==> config.mk <==
export PLATFORM = sky130hd
export DESIGN_NAME = bootflash_guard
export DESIGN_NICKNAME = d
export VERILOG_FILES = /design/src/rtl/bfg_pkg.sv /design/src/rtl/bfg_block_map.sv /design/src/rtl/bfg_op_timer.sv /design/src/rtl/bfg_status.sv /design/src/rtl/bootflash_guard.sv
export SDC_FILE = /design/constraint.sdc
export NUM_CORES = 1
export LEC_CHECK = 0
export BUFFER_PORTS_ARGS = -buffer_cell sky130_fd_sc_hd__buf_2
export CELL_PAD_IN_SITES_DETAIL_PLACEMENT = 1
export CELL_PAD_IN_SITES_GLOBAL_PLACEMENT = 1
export CORE_ASPECT_RATIO = 1.4
export CORE_MARGIN = 10
export CORE_UTILIZATION = 34
export CTS_BUF_LIST = sky130_fd_sc_hd__clkbuf_16
export DETAILED_ROUTE_END_ITERATION = 6
export PLACE_DENSITY = 0.9
export REMOVE_ABC_BUFFERS = 1
export SYNTH_ARGS = -nofsm -noshare
export SYNTH_HDL_FRONTEND = slang
export SYNTH_SLANG_ARGS = --single-unit
==> constraint.sdc <==
create_clock -name clk -period 11.6 [get_ports clk]
set_input_delay 2.32 -clock clk [delete_from_list [all_inputs] [get_ports clk]]
set_output_delay 2.32 -clock clk [all_outputs]
set_load 0.01 [all_outputs]
==> src/rtl/bfg_pkg.sv <==
// Package: shared types and address-map helpers for the boot-block
// protection controller. Assumes a seven-block map ordered outward from
// the boot block: boot, two parameter blocks, one short main block and
// three full main blocks.
package bfg_pkg;

    typedef logic [2:0] blk_t;

    localparam blk_t BOOT_BLK  = 3'd0;
    localparam int   NUM_BLK   = 7;
    localparam int   NUM_LIMIT = NUM_BLK - 1;

    // Byte offset (from the boot end of the map) where block g+1 begins.
    function automatic int unsigned blk_limit(input int g, input int boot_kb,
                                              input int param_kb, input int main0_kb,
                                              input int main_kb);
        int unsigned kb;
        if (g < 1)
            kb = boot_kb;
        else if (g < 3)
            kb = boot_kb + g * param_kb;
        else
            kb = boot_kb + 2 * param_kb + main0_kb + (g - 3) * main_kb;
        return kb * 1024;
    endfunction

    function automatic int max2(input int a, input int b);
        return (a > b) ? a : b;
    endfunction

endpackage

==> src/rtl/bfg_block_map.sv <==
// Block decoder: turns a byte address into a block index, 0 being the boot
// block. Assumes the map is contiguous from the boot end; a top-boot strap
// mirrors it by inverting the address before comparison.
module bfg_block_map
    import bfg_pkg::*;
#(
    parameter int ADDR_W   = 19,
    parameter int BOOT_KB  = 16,
    parameter int PARAM_KB = 8,
    parameter int MAIN0_KB = 96,
    parameter int MAIN_KB  = 128
) (
    input  logic [ADDR_W-1:0] addr,
    input  logic              top_strap,
    output blk_t              blk
);

    localparam int LIM_W = ADDR_W + 1;

    logic [ADDR_W-1:0] ofs;
    logic [NUM_LIMIT-1:0] past_lim;

    // Offset measured from the boot end of the map.
    assign ofs = top_strap ? ~addr : addr;

    // One comparator per block boundary.
    for (genvar g = 0; g < NUM_LIMIT; g++) begin : g_lim
        localparam logic [LIM_W-1:0] LIM =
            LIM_W'(blk_limit(g, BOOT_KB, PARAM_KB, MAIN0_KB, MAIN_KB));
        assign past_lim[g] = ({1'b0, ofs} >= LIM);
    end

    // Block index is the number of boundaries the offset has crossed.
    always_comb begin
        blk = '0;
        for (int i = 0; i < NUM_LIMIT; i++)
            blk = blk + blk_t'(past_lim[i]);
    end

    always_comb begin
        AST_BLK_RANGE: assert (blk < blk_t'(NUM_BLK));
    end

endmodule

==> src/rtl/bfg_op_timer.sv <==
// Busy timer standing in for the program/erase sequencer. Loads a cycle
// count on start, counts down, and pulses done when it runs out. Assumes
// start is only raised while idle; abort ends the operation silently.
module bfg_op_timer
    import bfg_pkg::*;
#(
    parameter int PROG_CYC  = 8,
    parameter int ERASE_CYC = 20
) (
    input  logic clk,
    input  logic rst_n,
    input  logic start,
    input  logic start_erase,
    input  logic abort,
    output logic busy,
    output logic done
);

    localparam int CNT_W = $clog2(max2(PROG_CYC, ERASE_CYC) + 1);

    logic [CNT_W-1:0] remain;

    // Run the countdown and produce the completion pulse.
    always_ff @(posedge clk) begin
        if (!rst_n) begin
            busy   <= 1'b0;
            remain <= '0;
            done   <= 1'b0;
        end else begin
            done <= 1'b0;
            if (start) begin
                busy   <= 1'b1;
                remain <= start_erase ? CNT_W'(ERASE_CYC - 1) : CNT_W'(PROG_CYC - 1);
            end else if (busy) begin
                if (abort) begin
                    busy <= 1'b0;
                end else if (remain == '0) begin
                    busy <= 1'b0;
                    done <= 1'b1;
                end else begin
                    remain <= remain - 1'b1;
                end
            end
        end
    end

    AST_START_WHEN_IDLE: assert property (@(posedge clk) disable iff (!rst_n)
        start |-> !busy);
    AST_DONE_PULSE: assert property (@(posedge clk) disable iff (!rst_n)
        done |=> !done);
    AST_ABORT_SILENT: assert property (@(posedge clk) disable iff (!rst_n)
        (busy && abort) |=> (!busy && !done));

endmodule

==> src/rtl/bfg_status.sv <==
// Sticky error status: three flags that set on request and clear only on
// reset / power-down. Assumes set strobes are single-cycle.
module bfg_status (
    input  logic clk,
    input  logic rst_n,
    input  logic set_vpp,
    input  logic set_prog,
    input  logic set_erase,
    output logic err_vpp,
    output logic err_prog,
    output logic err_erase
);

    // Accumulate error flags until reset.
    always_ff @(posedge clk) begin
        if (!rst_n) begin
            err_vpp   <= 1'b0;
            err_prog  <= 1'b0;
            err_erase <= 1'b0;
        end else begin
            err_vpp   <= err_vpp   | set_vpp;
            err_prog  <= err_prog  | set_prog;
            err_erase <= err_erase | set_erase;
        end
    end

    AST_VPP_STICKY: assert property (@(posedge clk) disable iff (!rst_n)
        err_vpp |=> err_vpp);
    AST_PROG_STICKY: assert property (@(posedge clk) disable iff (!rst_n)
        err_prog |=> err_prog);
    AST_ERASE_STICKY: assert property (@(posedge clk) disable iff (!rst_n)
        err_erase |=> err_erase);

endmodule

==> src/rtl/bootflash_guard.sv <==
// Top: gatekeeper for program and erase requests on a seven-block array.
// Decodes the target block, checks supply and boot-block unlock, starts the
// busy timer and records refusals and aborts in sticky status. Assumes
// rst_n doubles as the power-down input and that requests are one cycle.
module bootflash_guard
    import bfg_pkg::*;
#(
    parameter int ADDR_W    = 19,
    parameter int BOOT_KB   = 16,
    parameter int PARAM_KB  = 8,
    parameter int MAIN0_KB  = 96,
    parameter int MAIN_KB   = 128,
    parameter int PROG_CYC  = 8,
    parameter int ERASE_CYC = 20
) (
    input  logic              clk,
    input  logic              rst_n,
    input  logic              req_valid,
    input  logic              req_erase,
    input  logic [ADDR_W-1:0] req_addr,
    input  logic              vpp_ok,
    input  logic              unlock_hv,
    input  logic              wp_pin,
    input  logic              boot_top,
    output logic [2:0]        tgt_block,
    output logic              ready,
    output logic              start_ack,
    output logic              done,
    output logic              err_vpp,
    output logic              err_prog,
    output logic              err_erase
);

    blk_t blk;
    logic busy;
    logic unlocked;
    logic take_req;
    logic is_boot;
    logic fail_vpp;
    logic fail_lock;
    logic go;
    logic abort;
    logic op_erase_q;
    logic op_boot_q;
    logic set_prog;
    logic set_erase;

    bfg_block_map #(
        .ADDR_W  (ADDR_W),
        .BOOT_KB (BOOT_KB),
        .PARAM_KB(PARAM_KB),
        .MAIN0_KB(MAIN0_KB),
        .MAIN_KB (MAIN_KB)
    ) u_map (
        .addr     (req_addr),
        .top_strap(boot_top),
        .blk      (blk)
    );

    // Admission decision for a request arriving while idle.
    assign unlocked  = unlock_hv | wp_pin;
    assign take_req  = req_valid & ~busy;
    assign is_boot   = (blk == BOOT_BLK);
    assign fail_vpp  = take_req & ~vpp_ok;
    assign fail_lock = take_req & vpp_ok & is_boot & ~unlocked;
    assign go        = take_req & vpp_ok & ~(is_boot & ~unlocked);

    // Boot-block operations are cut short when the unlock condition drops.
    assign abort     = busy & op_boot_q & ~unlocked;
    assign set_prog  = (fail_lock & ~req_erase) | (abort & ~op_erase_q);
    assign set_erase = (fail_lock &  req_erase) | (abort &  op_erase_q);

    // Remember the kind and target class of the running operation.
    always_ff @(posedge clk) begin
        if (!rst_n) begin
            op_erase_q <= 1'b0;
            op_boot_q  <= 1'b0;
            start_ack  <= 1'b0;
        end else begin
            start_ack <= go;
            if (go) begin
                op_erase_q <= req_erase;
                op_boot_q  <= is_boot;
            end
        end
    end

    bfg_op_timer #(
        .PROG_CYC (PROG_CYC),
        .ERASE_CYC(ERASE_CYC)
    ) u_timer (
        .clk        (clk),
        .rst_n      (rst_n),
        .start      (go),
        .start_erase(req_erase),
        .abort      (abort),
        .busy       (busy),
        .done       (done)
    );

    bfg_status u_status (
        .clk      (clk),
        .rst_n    (rst_n),
        .set_vpp  (fail_vpp),
        .set_prog (set_prog),
        .set_erase(set_erase),
        .err_vpp  (err_vpp),
        .err_prog (err_prog),
        .err_erase(err_erase)
    );

    assign tgt_block = blk;
    assign ready     = ~busy;

    AST_VPP_AT_START: assert property (@(posedge clk) disable iff (!rst_n)
        start_ack |-> $past(vpp_ok));
    AST_BOOT_UNLOCKED: assert property (@(posedge clk) disable iff (!rst_n)
        (start_ack && op_boot_q) |-> $past(unlock_hv || wp_pin));
    AST_ACK_PULSE: assert property (@(posedge clk) disable iff (!rst_n)
        start_ack |-> (!ready && $past(ready)));
    AST_ABORT_FLAGGED: assert property (@(posedge clk) disable iff (!rst_n)
        (!ready && op_boot_q && !unlock_hv && !wp_pin) |=> (ready && !done && (err_prog || err_erase)));

endmodule

# Word-level counts from Yosys, hierarchy flattened

Cells that the tools add are included.

Register bits after elaboration: 13
Latch bits: 0
Memory bits (writable): 0
Bits in read-only memories: 0
Input port bits: 27
Output and inout bits: 9
Word-level logic and storage cells: 66
Memories kept: 0

Add/sub/neg operators: 6
Multipliers: 0
Div/mod/pow operators: 0
Magnitude comparators: 6
Eq/ne operators: 2
Shift-type cells: 0
Multiplexer cells: 11
Bitwise operators: 27
Reductions and logical operators: 5

Operators by type and width:

| cell                                                                     | number |
|---|---|
| 19-bit by 15-bit >= comparator with 1-bit output (second input constant) | 2 |
| 19-bit >= comparator (second input constant)                             | 2 |
| 5-bit 2-to-1 mux                                                         | 5 |
| 19-bit by 16-bit >= comparator with 1-bit output (second input constant) | 1 |
| 19-bit by 18-bit >= comparator with 1-bit output (second input constant) | 1 |
| 19-bit 2-to-1 mux                                                        | 1 |
| 19-bit inverter                                                          | 1 |
| 1-bit AND                                                                | 13 |
| 3-bit by 1-bit adder with 3-bit output                                   | 4 |
| 1-bit inverter                                                           | 7 |
| 1-bit bitwise OR                                                         | 6 |
| 5-bit logical NOT                                                        | 1 |
| 1-bit 2-to-1 mux                                                         | 5 |
| 5-bit by 1-bit subtractor with 5-bit output (second input constant)      | 1 |
| 2-bit != test (second input constant)                                    | 2 |
| 4-bit OR reduction                                                       | 1 |
| 3-bit logical NOT                                                        | 1 |
| 3-bit AND reduction                                                      | 1 |
| 1-bit by 1-bit adder with 2-bit output                                   | 1 |
| 2-bit nonzero test                                                       | 1 |

# Longest topological paths before layout

Depth after elaboration: 14
Mapped depth: 15
Depth with buffers taken out: 14

# Hierarchy

From an unflattened synthesis, not the netlist that was laid out.

Cells, all modules: 93
Area, all modules: 852.1 sq um

By module, submodules not included:

| module          | instances | cells each | area each (sq um) | seq. area each (sq um) |
|---|---|---|---|---|
| bfg_op_timer    | 1         | 41         | 380.4             | 140.1 |
| bfg_block_map   | 1         | 25         | 195.2             | 0.0 |
| bootflash_guard | 1         | 21         | 193.9             | 60.1 |
| bfg_status      | 1         | 6          | 82.6              | 60.1 |

# Worst setup path after synthesis

No wires, ideal clock.

Path type: input-to-output
Start point: input port boot_top
End point: output port tgt_block[1]
Arrival time: 5.139 ns
Data required time: 9.280 ns
Slack: 4.141 ns
Stages: 10
Buffers on the path: 1
Cells stage by stage: clkbuf_1 > or3_1 > a21oi_1 > o211ai_1 > ha_1 > inv_1 > fa_1 > inv_1 > fa_1 > fa_1

Word-level cells in the longest chain between the ends: 7
Elaborated cells on any way between the ends: 12
Those cells by class: add/sub: 5; order compare: 6; mux: 1

Ends and longest elaborated chain:

| item                                                 | RTL line              | text |
|---|---|---|
| start, declared                                      | bootflash_guard.sv:24 | `input logic boot_top,` |
| 19-bit 2-to-1 mux *                                  | bfg_block_map.sv:24   | `assign ofs = top_strap ? ~addr : addr;` |
| 19-bit by 15-bit >= comparator with 1-bit output     | bfg_block_map.sv:30   | `assign past_lim[g] = ({1'b0, ofs} >= LIM);` |
| 1-bit by 1-bit adder with 2-bit output               | bfg_block_map.sv:37   | `blk = blk + blk_t'(past_lim[i]);` |
| 3-bit by 1-bit adder with 3-bit output (3 in series) | bfg_block_map.sv:37   |  |
| 3-bit by 1-bit adder with 3-bit output *             | bfg_block_map.sv:37   |  |
| end, declared                                        | bootflash_guard.sv:25 | `output logic [2:0] tgt_block,` |

Mark *: on every way between the ends. The rest lies on a longest branch, timed or not.

# Worst setup path after layout

Same ends and word-level chain as after synthesis.

==> flow_summary.yaml <==
clocking:
  hold_buffers: 0
  cts_resized: 0
  path_clk_slew_ps: 40
  numClockSinks: 13
  clockBufferDepth: 2
  cts_tree: "done"
  root_buffer: "clkbuf_16"
  worstSkewPairLatency_ps: 250
  htreeDepth: 1
  numCtsBuffers: 3
  post_cts.repair.setup_buffers: 0
floorplanning:
  start_util_pct: 35.6
  ioPinCount: 36
  rows: 20
  die_area_um2: 4580
  die_x_um: 60.1
  core-area_um2: 2150
  fp.dieH_um: 76.2
yosys:
  synth-simple-area-share_pct: 29.2
  synth-seq-area-share_pct: 34.0
  ys_ff_latch: 13
  async_reset_ff_share_pct: 0
  synth_top_flop_cell: "dfxtp_1"
  ys_types: 33
  synth_top_family_by_area: "simple AND/OR/NAND/NOR gates"
  synth_cells: 90
  yosysWarnings: 0
  syn_avg_cell_area_um2: 8.51
  synthMuxAreaShare_pct: 1.31
  yosys.area.top_type: "dfxtp_1"
  synthTopCellsByArea: "dfxtp_1 34%, fa_1 7.8%, nor2_1 5.4%"
  synth-edff-count: 0
  synthesis.area_um2: 766
  synth_adder_area_share_pct: 12.7
  synth_top_area_share_pct: 34.0
  synth_xor_area_share_pct: 4.58
  synth_compound_area_share_pct: 13.2
timing:
  rsz0062_at_grt: "no"
  hold_viol: 0
  slew-limit-headroom_pct: 60.3
  finClkSkew_ps: 3.75
  finalHoldWorstSlack_ps: 465
  fmax_mhz: 131
  setup_tns_ps: 0
  worst_slew_pin_slew_ps: 591
  period_minus_slack_ps: 7660
  setup_viol: 0
  post-route-period-util_pct: 66.0
  slew_viol_final: 0
pwr:
  p_leak_nw: 0.417
  cellPowerDensity_nw_per_um2: 153
  ir_drop_v: 0.0000545
global_routing:
  antenna_found_initial: 0
  grt_pass1_wl_mm: 3.91
  grt_pass1_vias: 890
  track_usage_pct: 10.9
  grt_max_degree: 11
  overflow: 0
setup_path:
  cpMostUsedCell: "fa_1"
  crit_path_end_kind: "output pin"
  r2r_setup_slack_ps: 9910
  criticalPathCategory: "input pin to output pin"
  crit_slowest_cell: "fa_1"
  worstPathArrival_ps: 5340
  crit_buf_inv: 4
  cp_top_family: "adder cells"
  crit_required_ps: 9280
  crit_path_cell_trace: "buf_2 -> or3_1 -> a21oi_1 -> o211ai_1 -> ha_1 -> inv_1 -> fa_1 -> inv_1 -> fa_1 -> fa_1 -> buf_2"
  max_stage_delay_ps: 520
  start_kind: "input pin"
  worst-path-max-fanout: 10
placement:
  dp.cells: 132
  place_congestion: 0.830
  portBuffers: 22
  hpwlAfterDp_mm: 1.82
hold_path:
  hp-class: "flip-flop to flip-flop"
job:
  maxCapViolCount: 0
cells_and_area:
  fill_cells: 272
  drive_above_1_share_pct: 24.6
  n_antenna_cell: 0
  fin_nets: 148
  area_growth_pct: 27.3
  final_common_cell: "buf_2"
  stdcell_count: 136
  mostFrequentLayoutCells: "22 x buf_2, 13 x dfxtp_1, 11 x nor2_1"
routing:
  wl_mm: 2.26
  wire_per_inst_um: 16.6
  drt-initial-drc-count: 12
  vias: 755
  drtPass1Iterations: 4
  drc: 0
  ant_nets: 0
  viasPerCell: 5.55
run_status:
  status: "completed"
-- cell families after synthesis --
kind of cell,count (synthesis)
buffers and inverters,10
and+or+nand+nor,41
adders and majority gates,6
AOI/OAI and AO/OA,15
muxes,1
DFF,13
xor gates and xnor gates,4
-- flip-flops by register name (all words and copies together) (netlist names) --
name                flops
op_boot_q               1
op_erase_q              1
start_ack               1
u_status.err_erase      1
u_status.err_prog       1
u_status.err_vpp        1
u_timer.busy            1
u_timer.done            1
u_timer.remain          5
-- worst register-to-register path, cell delays in order, from the launching register on --
cell and delay [ps]:
dfxtp_1 310, inv_1 100, ha_1 180, or4b_4 490, and3_4 220, nor2_1 190, a221oi_2 90
-- power by group --
part / internal [mW] / leakage, nW / switching (mW)
clock network: 0.0455 / 0.0423 / 0.0192
registers: 0.0477 / 0.106 / 0.00264
logic: 0.0149 / 0.268 / 0.0191
total: 0.108 / 0.417 / 0.0409
-- cells in the mapped netlist (2+ instances only) --
library cell / n
and3_1: 2
nand4_1: 3
nor2_1: 11
nor3_1: 5
xnor2_1: 3
fa_1: 3
dfxtp_1: 13
nand3b_1: 2
nand2_1: 7
a31oi_1: 2
clkbuf_1: 2
inv_1: 7
ha_1: 3
a21oi_1: 7
nand3_1: 2
-- per-layer routing --
layer / share of wire (%) / vias up / GRT usage (%)
met4: 3.2 / 0 / 7.43
met3: 7.0 / 7 / 3.83
met2: 54 / 25 / 19.0
met5: 0 / - / 0
met1: 36 / 361 / 9.62
li1: - / 362 / -
-- worst paths after layout --
kind / startpoint / end / cells after the start
max: boot_top / tgt_block[1] / 11
min: u_status.err_vpp / u_status.err_vpp / 2
max reg2reg: u_timer.remain[1] / u_timer.remain[1] / 6
min reg2reg: u_status.err_vpp / u_status.err_vpp / 2
-- metrics by stage --
step	util (%)	cell area, µm²	worst slack, ps	power, mW
3_3_place_gp	41.6	896	3980	0.0823
2_1_floorplan	-	758	4340	0.0727
4_1_cts	45.3	975	3890	0.151
5_1_grt	45.3	975	3780	0.158
6_report	45.3	975	3940	0.149
3_5_place_dp	41.6	896	3900	0.0851
-- area by class of cell --
| cell class | instances | area, µm² | share of cell area (%) |
|---|---|---|---|
| well taps | 22 | 27.5 | 2.82 |
| repair buffers | 22 | 110 | 11.3 |
| multi-input cells | 67 | 468 | 48.0 |
| inverters | 8 | 30.0 | 3.08 |
| flip-flops and latches | 13 | 260 | 26.7 |
| clock inverters | 1 | 3.75 | 0.385 |
| clock buffers | 3 | 75.1 | 7.70 |
Note: power is estimated with default switching activity, not from simulation.
